<file path="src/rtl/msmp_pkg.sv">
`timescale 1ns/1ps
package msmp_pkg;

    localparam int DEF_DATA_W     = 8;
    localparam int DEF_SYNC_STAGE = 3;
    localparam int DEF_CNT_W      = 6;
    localparam int DEF_CAPTURE_AT = 33;

    // Largest value a counter of the given width can hold.
    function automatic int sat_of(input int width);
        return (1 << width) - 1;
    endfunction

    // Edge seen when the newer stage is high and the older one still low.
    function automatic logic rise_of(input logic newer, input logic older);
        return newer & ~older;
    endfunction

    typedef enum logic [1:0] {
        WIN_IDLE  = 2'd0,
        WIN_COUNT = 2'd1,
        WIN_DONE  = 2'd2
    } win_phase_e;

endpackage

</file>
<file path="src/rtl/msmp_en_sync.sv">
`timescale 1ns/1ps
module msmp_en_sync
    import msmp_pkg::*;
#(
    parameter int STAGES = DEF_SYNC_STAGE
) (
    input  logic clk,
    input  logic rst,
    input  logic async_en,
    output logic en_rise
);

    if (STAGES < 3) begin : g_bad_stages
        $error("msmp_en_sync needs at least three stages");
    end

    logic [STAGES-1:0] stg;

    always_ff @(posedge clk) begin
        if (rst) stg <= '0;
        else     stg <= {stg[STAGES-2:0], async_en};
    end

    assign en_rise = rise_of(stg[STAGES-2], stg[STAGES-1]);

    // An edge cannot be reported on two consecutive cycles.
    a_r2_single_edge: assert property (@(posedge clk) disable iff (rst)
        en_rise |=> !en_rise);

endmodule

</file>
<file path="src/rtl/msmp_window_cnt.sv">
`timescale 1ns/1ps
module msmp_window_cnt
    import msmp_pkg::*;
#(
    parameter int CNT_W      = DEF_CNT_W,
    parameter int CAPTURE_AT = DEF_CAPTURE_AT
) (
    input  logic             clk,
    input  logic             rst,
    input  logic             restart,
    output logic [CNT_W-1:0] count,
    output logic             hit
);

    localparam int               SAT_INT = sat_of(CNT_W);
    localparam logic [CNT_W-1:0] SAT     = CNT_W'(SAT_INT);
    localparam logic [CNT_W-1:0] TARGET  = CNT_W'(CAPTURE_AT);

    if (CAPTURE_AT >= SAT_INT) begin : g_bad_target
        $error("CAPTURE_AT must be below the counter saturation value");
    end

    win_phase_e phase;

    always_comb begin
        if (count == SAT)          phase = WIN_IDLE;
        else if (count > TARGET)   phase = WIN_DONE;
        else                       phase = WIN_COUNT;
    end

    always_ff @(posedge clk) begin
        if (rst)                 count <= SAT;
        else if (restart)        count <= '0;
        else if (phase != WIN_IDLE) count <= count + 1'b1;
    end

    assign hit = (phase == WIN_COUNT) && (count == TARGET);

    a_r3_restart_zero: assert property (@(posedge clk) disable iff (rst)
        restart |=> (count == '0));

    a_r4_step_up: assert property (@(posedge clk) disable iff (rst)
        (!restart && count != SAT) |=> (count == $past(count) + 1'b1));

    a_r4_no_wrap: assert property (@(posedge clk) disable iff (rst)
        (!restart && count == SAT) |=> (count == SAT));

endmodule

</file>
<file path="src/rtl/msmp_capture.sv">
`timescale 1ns/1ps
module msmp_capture
    import msmp_pkg::*;
#(
    parameter int DATA_W = DEF_DATA_W
) (
    input  logic              clk,
    input  logic              rst,
    input  logic              take,
    input  logic [DATA_W-1:0] word_in,
    output logic [DATA_W-1:0] word_out,
    output logic              word_valid
);

    typedef struct packed {
        logic [DATA_W-1:0] word;
        logic              valid;
    } cap_t;

    cap_t q;

    always_ff @(posedge clk) begin
        if (rst) begin
            q <= '0;
        end else begin
            q.valid <= take;
            if (take) q.word <= word_in;
        end
    end

    assign word_out   = q.word;
    assign word_valid = q.valid;

    a_r5_load_on_hit: assert property (@(posedge clk) disable iff (rst)
        take |=> (word_valid && word_out == $past(word_in)));

    a_r7_hold_word: assert property (@(posedge clk) disable iff (rst)
        !take |=> $stable(word_out));

    a_r6_one_cycle: assert property (@(posedge clk) disable iff (rst)
        word_valid |=> !word_valid);

endmodule

</file>
<file path="src/rtl/msmp_sampler.sv">
`timescale 1ns/1ps
module msmp_sampler
    import msmp_pkg::*;
#(
    parameter int DATA_W      = DEF_DATA_W,
    parameter int SYNC_STAGES = DEF_SYNC_STAGE,
    parameter int CNT_W       = DEF_CNT_W,
    parameter int CAPTURE_AT  = DEF_CAPTURE_AT
) (
    input  logic              fast_clk,
    input  logic              fast_rst,
    input  logic [DATA_W-1:0] slow_data,
    input  logic              slow_en,
    output logic [DATA_W-1:0] fast_data,
    output logic              fast_valid
);

    logic             en_rise;
    logic [CNT_W-1:0] win_count;
    logic             win_hit;

    msmp_en_sync #(.STAGES(SYNC_STAGES)) u_sync (
        .clk      (fast_clk),
        .rst      (fast_rst),
        .async_en (slow_en),
        .en_rise  (en_rise)
    );

    msmp_window_cnt #(.CNT_W(CNT_W), .CAPTURE_AT(CAPTURE_AT)) u_cnt (
        .clk     (fast_clk),
        .rst     (fast_rst),
        .restart (en_rise),
        .count   (win_count),
        .hit     (win_hit)
    );

    msmp_capture #(.DATA_W(DATA_W)) u_cap (
        .clk        (fast_clk),
        .rst        (fast_rst),
        .take       (win_hit),
        .word_in    (slow_data),
        .word_out   (fast_data),
        .word_valid (fast_valid)
    );

    // A pulse needs a counter that was already at the capture value.
    a_r5_pulse_after_count: assert property (@(posedge fast_clk) disable iff (fast_rst)
        fast_valid |-> ($past(win_count) == CNT_W'(CAPTURE_AT)));

    // An edge restarts the window, so no pulse directly follows one.
    a_r3_no_pulse_after_edge: assert property (@(posedge fast_clk) disable iff (fast_rst)
        en_rise |=> !fast_valid);

endmodule

</file>
<file path="config.mk">
export PLATFORM = sky130hd
export DESIGN_NAME = msmp_sampler
export DESIGN_NICKNAME = d
export VERILOG_FILES = /design/src/rtl/msmp_pkg.sv /design/src/rtl/msmp_en_sync.sv /design/src/rtl/msmp_window_cnt.sv /design/src/rtl/msmp_capture.sv /design/src/rtl/msmp_sampler.sv
export SDC_FILE = /design/constraint.sdc
export NUM_CORES = 1
export LEC_CHECK = 0
export ABC_AREA = 1
export BUFFER_PORTS_ARGS = -buffer_cell sky130_fd_sc_hd__buf_2
export CAP_MARGIN = 10
export CORE_UTILIZATION = 30
export CTS_CLUSTER_DIAMETER = 150
export DETAILED_ROUTE_END_ITERATION = 7
export PLACE_DENSITY = 0.52
export SETUP_SLACK_MARGIN = 0.4
export SLEW_MARGIN = 5
export SYNTH_ARGS = -nofsm -noshare
export SYNTH_HDL_FRONTEND = slang
export SYNTH_HIERARCHICAL = 1
export SYNTH_SLANG_ARGS = --single-unit
</file>
<file path="constraint.sdc">
create_clock -name fast_clk -period 3.36 [get_ports fast_clk]
set_input_delay 0.168 -clock fast_clk [delete_from_list [all_inputs] [get_ports fast_clk]]
set_output_delay 0.168 -clock fast_clk [all_outputs]
set_load 0.02 [all_outputs]
</file>
-- Word level (Yosys, flattened, before mapping)
Index checks and enable logic that the tools add are counted.
- output and inout bits: 9
- flip-flop bits (word level): 18
- multiplexer cells: 4
- order comparisons: 1
- reductions and logical operators: 3
- add/sub/neg operators: 1
- eq/ne operators: 3
- bitwise gates (word level): 2
- operators with widths (cell ; count):
    $eq A6 B6 Y1 const B ; 2
    $mux W6 ; 2
    $add A6 B1 Y6 const B ; 1
    $gt A6 B6 Y1 const B ; 1
    $mux W2 ; 2
    $reduce_bool A2 Y1 ; 2
    $eq A2 B1 Y1 const B ; 1
    $and A1 B1 Y1 ; 1
    $logic_and A1 B1 Y1 ; 1
    $not A1 Y1 ; 1

-- Logic depth before layout (Yosys ltp)
Gate-level depths: netlist of run 1.
- word-level depth: 6
- gate-level depth with buffers: 9
- mapped depth without buffers: 7

-- Hierarchy
The synthesis of run 1 kept the hierarchy.
- by module, submodules not included (module ; seq. area each (µm²) ; area each (µm²) ; instances ; cells an instance):
    msmp_capture ; 180.2 ; 369.1 ; 1 ; 54
    msmp_window_cnt ; 120.1 ; 360.3 ; 1 ; 50
    msmp_en_sync ; 60.1 ; 86.3 ; 1 ; 10

-- Worst setup path before layout of run 1
OpenSTA, ideal clock, no wires.
- path kind: register to register
- from: reg u_cnt.count[0]
- to: reg u_cap.q, in the netlist u_cap/word_out[6]
- required time: 3.246 ns
- cell stages (with the launch flop): 9
- buffers on the path: 2
- arrival time: 1.196 ns
- library setup time: 0.114 ns
- setup slack: 2.049 ns
- cells stage by stage: dfxtp_1 ha_1 nand3_1 nor3_1 buf_6 buf_6 nand2_2 nand2_1 nor2_2
- word-level cells in the longest chain between the ends: 5
- elaborated cells on any way between the ends: 7
- classes of those cells: order compare (1); eq/ne (3); mux (2); reduce/logical (1)
- ends and longest elaborated chain (item ; line ; RTL):
    start, declared ; msmp_window_cnt.sv:11 ; output logic [CNT_W-1:0] count,
    start signal, assigned ; msmp_window_cnt.sv:34 ; else if (phase != WIN_IDLE) count <= count + 1'b1;
    $gt A6 B6 Y1 ; msmp_window_cnt.sv:27 ; else if (count > TARGET) phase = WIN_DONE;
    $mux W2 ; msmp_window_cnt.sv:27 ;
    $mux W2 ; msmp_window_cnt.sv:26 ; if (count == SAT) phase = WIN_IDLE;
    $eq A2 B1 Y1 ; msmp_window_cnt.sv:37 ; assign hit = (phase == WIN_COUNT) && (count == TARGET);
    $logic_and A1 B1 Y1 (*) ; msmp_window_cnt.sv:37 ;
    net win_hit ; msmp_sampler.sv:20 ; logic win_hit;
    end, declared ; msmp_capture.sv:20 ; cap_t q;
The timed path passes the listed nets; every way through them passes the cells marked *.
A chain may end at the register's enable or synchronous reset.

-- Worst setup path in the final report of run 1
- from: reg u_cnt.count[0]
- to: reg u_cap.q, in the netlist u_cap/word_out[4]
The elaborated chain is that of the path after synthesis.

==> metrics.md, run 1 <==
| Metric | Value |
|---|---|
| Status | completed |
| Final period utilization | 54.5% |
| Largest net degree at the start of global routing | 18 |
| Placed cell count | 161 |
| R2r setup slk | 1.53 ns |
| Placed cell area | 931 µm² |
| Core Region | 0.00252 mm² |
| PostCTS Resize Cnt | 0 |
| Lkg Pwr | 0.522 nW |
| Worst reg-to-reg path cell count | 6 |
| Hpwl dp | 1080 µm |
| Final instance area | 953 µm² |
| DIE WIDTH | 54.1 µm |
| DRT Wirelength | 1430 µm |
| Setup WS post-layout | 1.53 ns |
| Setup Buffers After CTS | 0 |
| Ranking of synthesized cells by area | dfxtp_1 (44%), nand2_1 (11%), nor2_1 (9.7%) |
| CP endpoint kind | flop |
| Port Buffer Count | 19 |
| Syn Nets | approximately 130 |
| Fin nets | 150 |
| Arrival time at the worst endpoint | 2.02 ns |
| Post-CTS Hold Buffers | 0 |
| Post-synthesis sequential area ratio | approximately 44% |
| Sinks on Clock Net | 18 |
| Max cap viols | 0 |
| RSZ-0062 raised after global routing | false |
| Max Clock Skew | 0.00118 ns |
| Number of synthesized register bits | 18 |
| Global Route Usage Sum | between 10 and 15% |
| Yosys warnings | 6 |
| Mapped Area | 816 µm² |
| P&R area growth vs syn | 16.9% |
| Drt first pass iters | 4 |
| Vias in the first global route | 530 |
| Die Height | 54.1 µm |
| Crit path time final | 1.83 ns |
| Initial drt markers | 4 |
| Hold Path Class | input pin to flop |
| Final TNS setup | 0 ns |
| Initial antenna violation count | 0 |
| Peak Freq | 546 MHz |
| Worst Path Required | 3.55 ns |
| Commonest non-fill, non-tap cells in the layout | nand2_1 (24), nor2_1 (21), buf_2 (19) |
| Fillers | roughly 280 |
| Startpoint types | flop |
| Avg WL per Cell | about 8.7 µm |
| Yosys top cell area share | 44.2% |
| FP Rows | 18 |
| First-pass GRT wire length | between 2000 and 2500 µm |
| Area leader, netlist | dfxtp_1 |
| Overflow after GRT | 0 |
| Mean Syn Cell Area | 7.16 µm² |
| Crit Path Max Fanout | 17 |
| Final Setup Violations | 0 |
| # DRC | 0 |
| Worst hold start | slow_en |
| Hold Crit Endpoint | u_sync/stg[0] |
| Final Max Tran Viols | 0 |
| Final hold vios | 0 |
| Layout cells sized above 1 | 24.6% |
| Vias per cell | 4.32 |
| Gate count of the mapped netlist | roughly 110 |
| Root buffer cell | clkbuf_4 |
| Worst Max-Slew Pin Slew | 0.999 ns |
| I/O Pins | 20 |
| Max VDD drop | 0.000343 V |
| Ant. Diodes | 0 |
| Clock Tree Buf Depth | 2 |
| Worst R2R Start | u_cnt/count[0] |
| Pre-CTS setup slack | 1.51 ns |
| RePlAce Congestion | 0.767 |
| Routed Antenna Nets | 0 |
| FF-to-FF End | u_cap/word_out[4] |
| Clk pin slew, worst setup/hold paths | 0.10 ns |
| Minimum hold slack | 0.0791 ns |
| Worst Setup SP | u_cnt/count[0] |
| Critical path class | flop to flop |
| Die ar. | 0.00293 mm² |
| Finished Layout Cells | approximately 160 |
| Vias | 708 |
| CTS Buf Count | 3 |
| Clk_lat worst skew | 0.28 ns |
| Yosys cell types | 17 |
| Initial core utilization | 32.3% |
| CTS H-Tree Depth | 1 |
| PwrDens | 674 mW/mm² |
| CTS tree | done |
| Most common cell after layout, fill and taps aside | nand2_1 |
| Slew headroom | between 30% and 40% |
| WHS Path Cells | 3 |
## cells by family after synthesis
group                      synth area share, %
AOI/OAI and AO/OA                         2.15
adders and majority gates                 4.60
buffers and inverters                     12.9
DFF                                       44.2
and+or+nand+nor                           36.2
## routing by layer
metal  routed length [µm]  GRT usage (%)  vias up
met5                    0              0        -
met4                    0           2.56        0
met3                   70           5.08        0
met2                  674           14.8       18
met1                  685           14.8      309
li1                     -              -      381
## state kept, by name (all words and copies together) (netlist names)
name,count
u_cap/word_out,8
u_cap/word_valid,1
u_cnt/count,6
u_sync/stg,3
## cell type report
class                   instances  area (µm²)  area share [%]
clock buffers                   3        22.5            2.36
inverters                      22        82.6            8.66
multi-input cells              72         355            37.3
flip-flops and latches         18         360            37.8
well taps                      30        37.5            3.94
repair buffers                 19        95.1            9.97
## worst max-delay path by stage
stage / endpoint / depth (start not counted)
2_1_floorplan: u_cap/word_out[6] / 8
5_1_grt: u_cap/word_out[1] / 6
3_3_place_gp: u_cap/word_out[0] / 6
6_report: u_cap/word_out[4] / 6
3_5_place_dp: u_cap/word_out[4] / 6
4_1_cts: u_cap/word_out[4] / 6
## report_power, final
group          total [mW]  internal, mW  switching, mW
Combinational       0.238        0.0952          0.143
Sequential          0.299         0.253         0.0460
Clock               0.105        0.0416         0.0632
Total               0.642         0.390          0.252
## cells in the mapped netlist
| library cell | instances |
|---|---|
| nor2_4 | 1 |
| o21ai_0 | 2 |
| buf_6 | 2 |
| nand4_1 | 3 |
| ha_1 | 3 |
| nand3_1 | 10 |
| nor3_1 | 1 |
| inv_1 | 18 |
| nand2_1 | 24 |
| nand2_2 | 3 |
| inv_2 | 4 |
| nand3_2 | 1 |
| or2_0 | 1 |
| nor2_2 | 1 |
| nor2_1 | 21 |
| o211ai_1 | 1 |
| dfxtp_1 | 18 |
## critical path: stages, from the launching register on
cell	delay, ns
dfxtp_1	0.46
ha_1	0.19
nand3_1	0.08
nor3_2	0.76
nand2_1	0.11
nand2_1	0.09
nor2_1	0.04
## per-stage QoR
step,utilization (%),power (mW)
global route,37.8,0.704
detailed placement,36.9,0.544
CTS,37.8,0.653
floorplan,-,0.493
finish,37.8,0.642
global placement,36.9,0.545
No activity file was read; power rests on OpenSTA's default activity.
==> inputs of run 2 (changes only) <==
- clock period: 3.36 -> 1.8 ns (I/O delays scaled with it)
==> run 2 against run 1 <==
Net effect:
- register-to-register slack worse by 1.1 ns
- non-clock buffer count up 5
- cell count is 3.7% higher
- routed wire length rose by 15%
- die area unchanged
- flip-flop and latch count did not move
- largest power group unchanged
- highest routed layer unchanged
==> metrics.md, run 2 (same netlist as run 1, synthesis figures left out) <==
| Metric | Value |
|---|---|
| Grt peak-use layer | met2 |
| Layout cells sized above 1 | a little under a third |
| Core Region | around 0.0025 mm² |
| RePlAce Congestion | 0.739 |
| Vias | 736 |
| Met2 Usage GRT | between 10 and 15% |
| Final period utilization | 73.9% |
| CTS Buf Count | 3 |
| Met1 usage in global routing | approximately 14% |
| Fillers | 284 |
| Arrival time at the worst endpoint | ~1.5 ns |
| Hold Path Class | input pin to flop |
| Status | completed |
| Drt first pass iters | 6 |
| Clock Tree Buf Depth | 2 |
| Initial core utilization | 32.3% |
| CTS H-Tree Depth | 1 |
| # DRC | 0 |
| Final hold vios | 0 |
| Overflow after GRT | 0 |
| PwrDens | 1280 mW/mm² |
| Critical path class | flop to flop |
| RSZ-0062 raised after global routing | false |
| Max Clock Skew | 0.00635 ns |
| Placed cell count | 162 |
| Hpwl dp | between 1000 and 1500 µm |
| Largest net degree at the start of global routing | 18 |
| Slew headroom | between 80 and 90% |
| Clk_lat worst skew | 0.29 ns |
| Setup WS post-layout | 0.471 ns |
| Commonest non-fill, non-tap cells in the layout | nand2_1 (24), nor2_1 (21), buf_2 (19) |
| Fin nets | 155 |
| Met3 GRT Util | 3.39% |
| Lkg Pwr | roughly 0.56 nW |
| Port Buffer Count | 19 |
| Root buffer cell | clkbuf_4 |
| Final Max Tran Viols | 0 |
| Final TNS setup | 0 ns |
| Crit Path Max Fanout | 4 |
| Peak Freq | 752 MHz |
| Max cap viols | 0 |
| Sinks on Clock Net | 18 |
| Crit path time final | approximately 1.3 ns |
| Die ar. | between 0.002 and 0.003 mm² |
| Vias per cell | 4.33 |
| CTS tree | done |
| Final Setup Violations | 0 |
| Ant. Diodes | 0 |
| Pre-CTS setup slack | 0.485 ns |
| DRT Wirelength | 1650 µm |
| Max VDD drop | 0.000539 V |
| Die Height | 54.1 µm |
| Worst Path Required | 1.99 ns |
| Max reg flops | 8 |
| FP Rows | 18 |
| Startpoint types | flop |
| DIE WIDTH | 54.1 µm |
| CP endpoint kind | flop |
| Most common cell after layout, fill and taps aside | nand2_1 |
| Global Route Usage Sum | between 10% and 20% |
| First-pass GRT wire length | 2190 µm |
| Worst Max-Slew Pin Slew | 0.256 ns |
| P&R area growth vs syn | 27.0% |
| Vias in the first global route | 513 |
| Initial antenna violation count | 0 |
| Initial drt markers | 11 |
| I/O Pins | 20 |
| Finished Layout Cells | 170 |
| Avg WL per Cell | 9.71 µm |
| Routed Antenna Nets | 0 |
| Clk pin slew, worst setup/hold paths | 0.11 ns |
[run 2: changes by cell type in the layout (fill, tap and decap cells not counted), moves of 2 or more]
cell / change
buf_4: +2
dfxtp_1: -2
dfxtp_4: +2
buf_6: +2
[run 2: worst max-delay path: stages (launching register included)]
cell     delay, ns
dfxtp_4       0.37
inv_2         0.06
ha_2          0.16
nand3_2       0.08
nor3_4        0.25
buf_4         0.18
nand2_1       0.05
nand2_1       0.05
nor2_1        0.04
[run 2: area by class of cell]
| cell class | count | area [µm²] | area share, % |
|---|---|---|---|
| sequential | 18 | 368 | 35.5 |
| multi-input combinational | 72 | 369 | 35.6 |
| clock buffer | 4 | 36.3 | 3.50 |
| timing repair buffer | 24 | 143 | 13.8 |
| inverter | 22 | 82.6 | 7.97 |
| tap | 30 | 37.5 | 3.62 |
[run 2: final timing paths]
| kind | from | endpoint | slack [ns] | cells after the start |
|---|---|---|---|---|
| setup reg to reg | u_cnt/count[1] | u_cap/word_out[1] | 0.47 | 8 |
| hold / removal | fast_rst | u_sync/stg[1] | 0.02 | 2 |
| setup / recovery | u_cnt/count[1] | u_cap/word_out[1] | 0.47 | 8 |
| hold reg to reg | u_sync/stg[0] | u_sync/stg[1] | 0.42 | 2 |
[run 2: what timing repair did]
action,in CTS,in global routing
endpoints found under the setup margin,0,8
hold buffers,1,0
buffers inserted,0,1
gates resized for setup,0,13
endpoints found under the hold margin,1,0
[run 2: through the flow]
step | total power [mW] | util (%) | hold WS (ns) | area [µm²]
2_1_floorplan | 0.920 | - | 0.161 | 816
3_3_place_gp | 1.02 | 37.2 | 0.293 | 938
3_5_place_dp | 1.02 | 37.2 | 0.312 | 938
4_1_cts | 1.27 | 39.0 | 0.00771 | 985
5_1_grt | 1.43 | 41.1 | 0.0117 | 1040
6_report | 1.32 | 41.1 | 0.0240 | 1040
[run 2: per-layer routing]
metal,vias up,wire [µm]
met5,-,0
met4,0,0
met3,0,45
met2,17,781
met1,324,824
li1,395,-
[run 2: where the power goes]
| group | leakage (nW) | switching, mW | total [mW] | internal (mW) |
|---|---|---|---|---|
| combinational | 0.396 | 0.299 | 0.495 | 0.196 |
| clock | 0.0210 | 0.122 | 0.245 | 0.123 |
| sequential | 0.148 | 0.0975 | 0.582 | 0.485 |
==> inputs of run 3 (changes only) <==
- clock period: 1.8 -> 1.3 ns (I/O delays scaled with it)
==> run 3 against run 2 <==
Net effect:
- core utilization up 1.2 points
- non-clock buffer count stayed put
- clock-buffer cell count is the same
- flip-flop and latch count unchanged
- combinational power grew 39%
- clock power grew 45%
- critical path depth stayed put
- worst setup slack lost 0.37 ns
- clock skew down 0.0045 ns
- routed wire length is 1.7% lower
==> metrics.md, run 3 (same netlist as run 1, synthesis figures left out) <==
| Metric | Value |
|---|---|
| Setup WS post-layout | 0.0999 ns |
| # DRC | 0 |
| Die Height | between 50 and 60 µm |
| Vias per cell | 4.32 |
| Pre-CTS setup slack | 0.0955 ns |
| Max VDD drop | approximately 0.0011 V |
| Avg WL per Cell | 9.55 µm |
| Final period utilization | 92.3% |
| DIE WIDTH | 54.1 µm |
| Hpwl dp | 1160 µm |
| Die ar. | 0.00293 mm² |
| Max cap viols | 0 |
| Commonest non-fill, non-tap cells in the layout | nand2_1 (24), nor2_1 (21), inv_1 (17) |
| Initial drt markers | 14 |
| Core Region | 0.00252 mm² |
| Final Setup Violations | 0 |
| Clk_lat worst skew | 0.30 ns |
| Post-layout util | 42.3% |
| CTS Buf Count | 3 |
| Worst Setup SP | u_cnt/count[1] |
| Vias | ~730 |
| Worst Max-Slew Pin Slew | ~0.25 ns |
| First-pass GRT wire length | 2660 µm |
| RePlAce Congestion | 0.792 |
| Max reg flops | 8 |
| Arrival time at the worst endpoint | around 1.4 ns |
| Clock Tree Buf Depth | 2 |
| Initial core utilization | 32.3% |
| Peak Freq | 833 MHz |
| Crit Path Max Fanout | 9 |
| Startpoint types | flop |
| Final Max Tran Viols | 0 |
| Status | completed |
| DRT Wirelength | 1620 µm |
| CP endpoint kind | flop |
| Clk pin slew, worst setup/hold paths | 0.11 ns |
| Routed Antenna Nets | 0 |
| Global Route Usage Sum | 12.5% |
| I/O Pins | 20 |
| Slew headroom | between 80 and 90% |
| Lkg Pwr | 0.569 nW |
| Layout cells sized above 1 | between 30% and 40% |
| Initial antenna violation count | 0 |
| Largest net degree at the start of global routing | 11 |
| Fin nets | roughly 160 |
| Vias in the first global route | between 600 and 700 |
| Crit path time final | approximately 1.2 ns |
| Final TNS setup | 0 ns |
| P&R area growth vs syn | 30.8% |
| Hold Path Class | input pin to flop |
| Worst Path Required | 1.50 ns |
| FF-to-FF End | u_cap/word_out[7] |
| Final hold vios | 0 |
| RSZ-0062 raised after global routing | true |
| CTS tree | done |
| Port Buffer Count | 19 |
| Ant. Diodes | 0 |
| Worst reg-to-reg path cell count | 8 |
| Sinks on Clock Net | 18 |
| Max Clock Skew | 0.00181 ns |
| PwrDens | roughly 1700 mW/mm² |
| Most common cell after layout, fill and taps aside | nand2_1 |
| Overflow after GRT | 0 |
| R2r setup slk | between 0.09 and 0.1 ns |
| Worst R2R Start | u_cnt/count[1] |
| FP Rows | 18 |
| Worst setup endpoint | u_cap/word_out[7] |
| CTS H-Tree Depth | 1 |
| Root buffer cell | clkbuf_4 |
| Drt first pass iters | 4 |
| Critical path class | flop to flop |
-- run 3: cell types whose count changed in the layout (fill, tap and decap cells not counted), sizes merged --
cell         before  now
dlygate4sd3       1    2
buf              23   22
-- run 3: where the power goes --
group	switching (mW)	internal, mW	leakage (nW)
Clock	0.184	0.171	0.0210
Combinational	0.409	0.280	0.399
Sequential	0.137	0.666	0.149
Total	0.730	1.12	0.569
-- run 3: area by class of cell --
class                           instances  area [µm²]
Timing Repair Buffer                   24         161
Multi-Input combinational cell         72         379
Tap cell                               30        37.5
Fill cell                             293        1460
Clock buffer                            4        36.3
Sequential cell                        18         370
Inverter                               22        82.6
-- run 3: worst min path at each step --
stage	cells after the start	endpoint	from	slack [ns]
after CTS	5	u_cap/word_out[3]	slow_data[3]	0.04
after detailed placement	3	u_sync/stg[0]	slow_en	0.28
after global routing	3	u_cnt/count[2]	fast_rst	0.06
after floorplan	1	u_cap/word_valid	fast_rst	0.14
after global placement	3	u_sync/stg[0]	slow_en	0.27
final	3	u_cnt/count[2]	fast_rst	0.05
-- run 3: worst max-delay path, stage by stage (launching register included) --
cell     delay [ns]
dfxtp_2        0.36
inv_2          0.07
ha_4           0.12
nand3_2        0.09
nor3_4         0.15
buf_6          0.16
nand2_1        0.06
nand2_1        0.05
nor2_1         0.04
-- run 3: timing repair --
| action | in CTS | in global routing |
|---|---|---|
| endpoints found under the setup margin | 16 | 22 |
| gates cloned | 1 | 0 |
| hold buffers | 2 | 0 |
| setup buffers | 1 | 0 |
| resized for setup | 4 | 11 |
| hold endpoints to repair | 4 | 0 |
-- run 3: metal layers --
layer / routed length (µm) / vias up / track usage [%]
met5: 0 / - / 0
met4: 21 / 0 / 3.85
met3: 64 / 2 / 3.67
met2: 806 / 14 / 19.7
met1: 731 / 325 / 16.4
li1: - / 393 / -
-- run 3: metrics by stage --
step,instances,hold slack [ns],instance area [µm²],power [mW]
global route,170,0.0612,1070,2.01
detailed placement,162,0.283,961,1.47
floorplan,114,0.136,843,1.32
finish,170,0.0455,1070,1.85
CTS,170,0.0390,1040,1.87
global placement,162,0.268,961,1.46
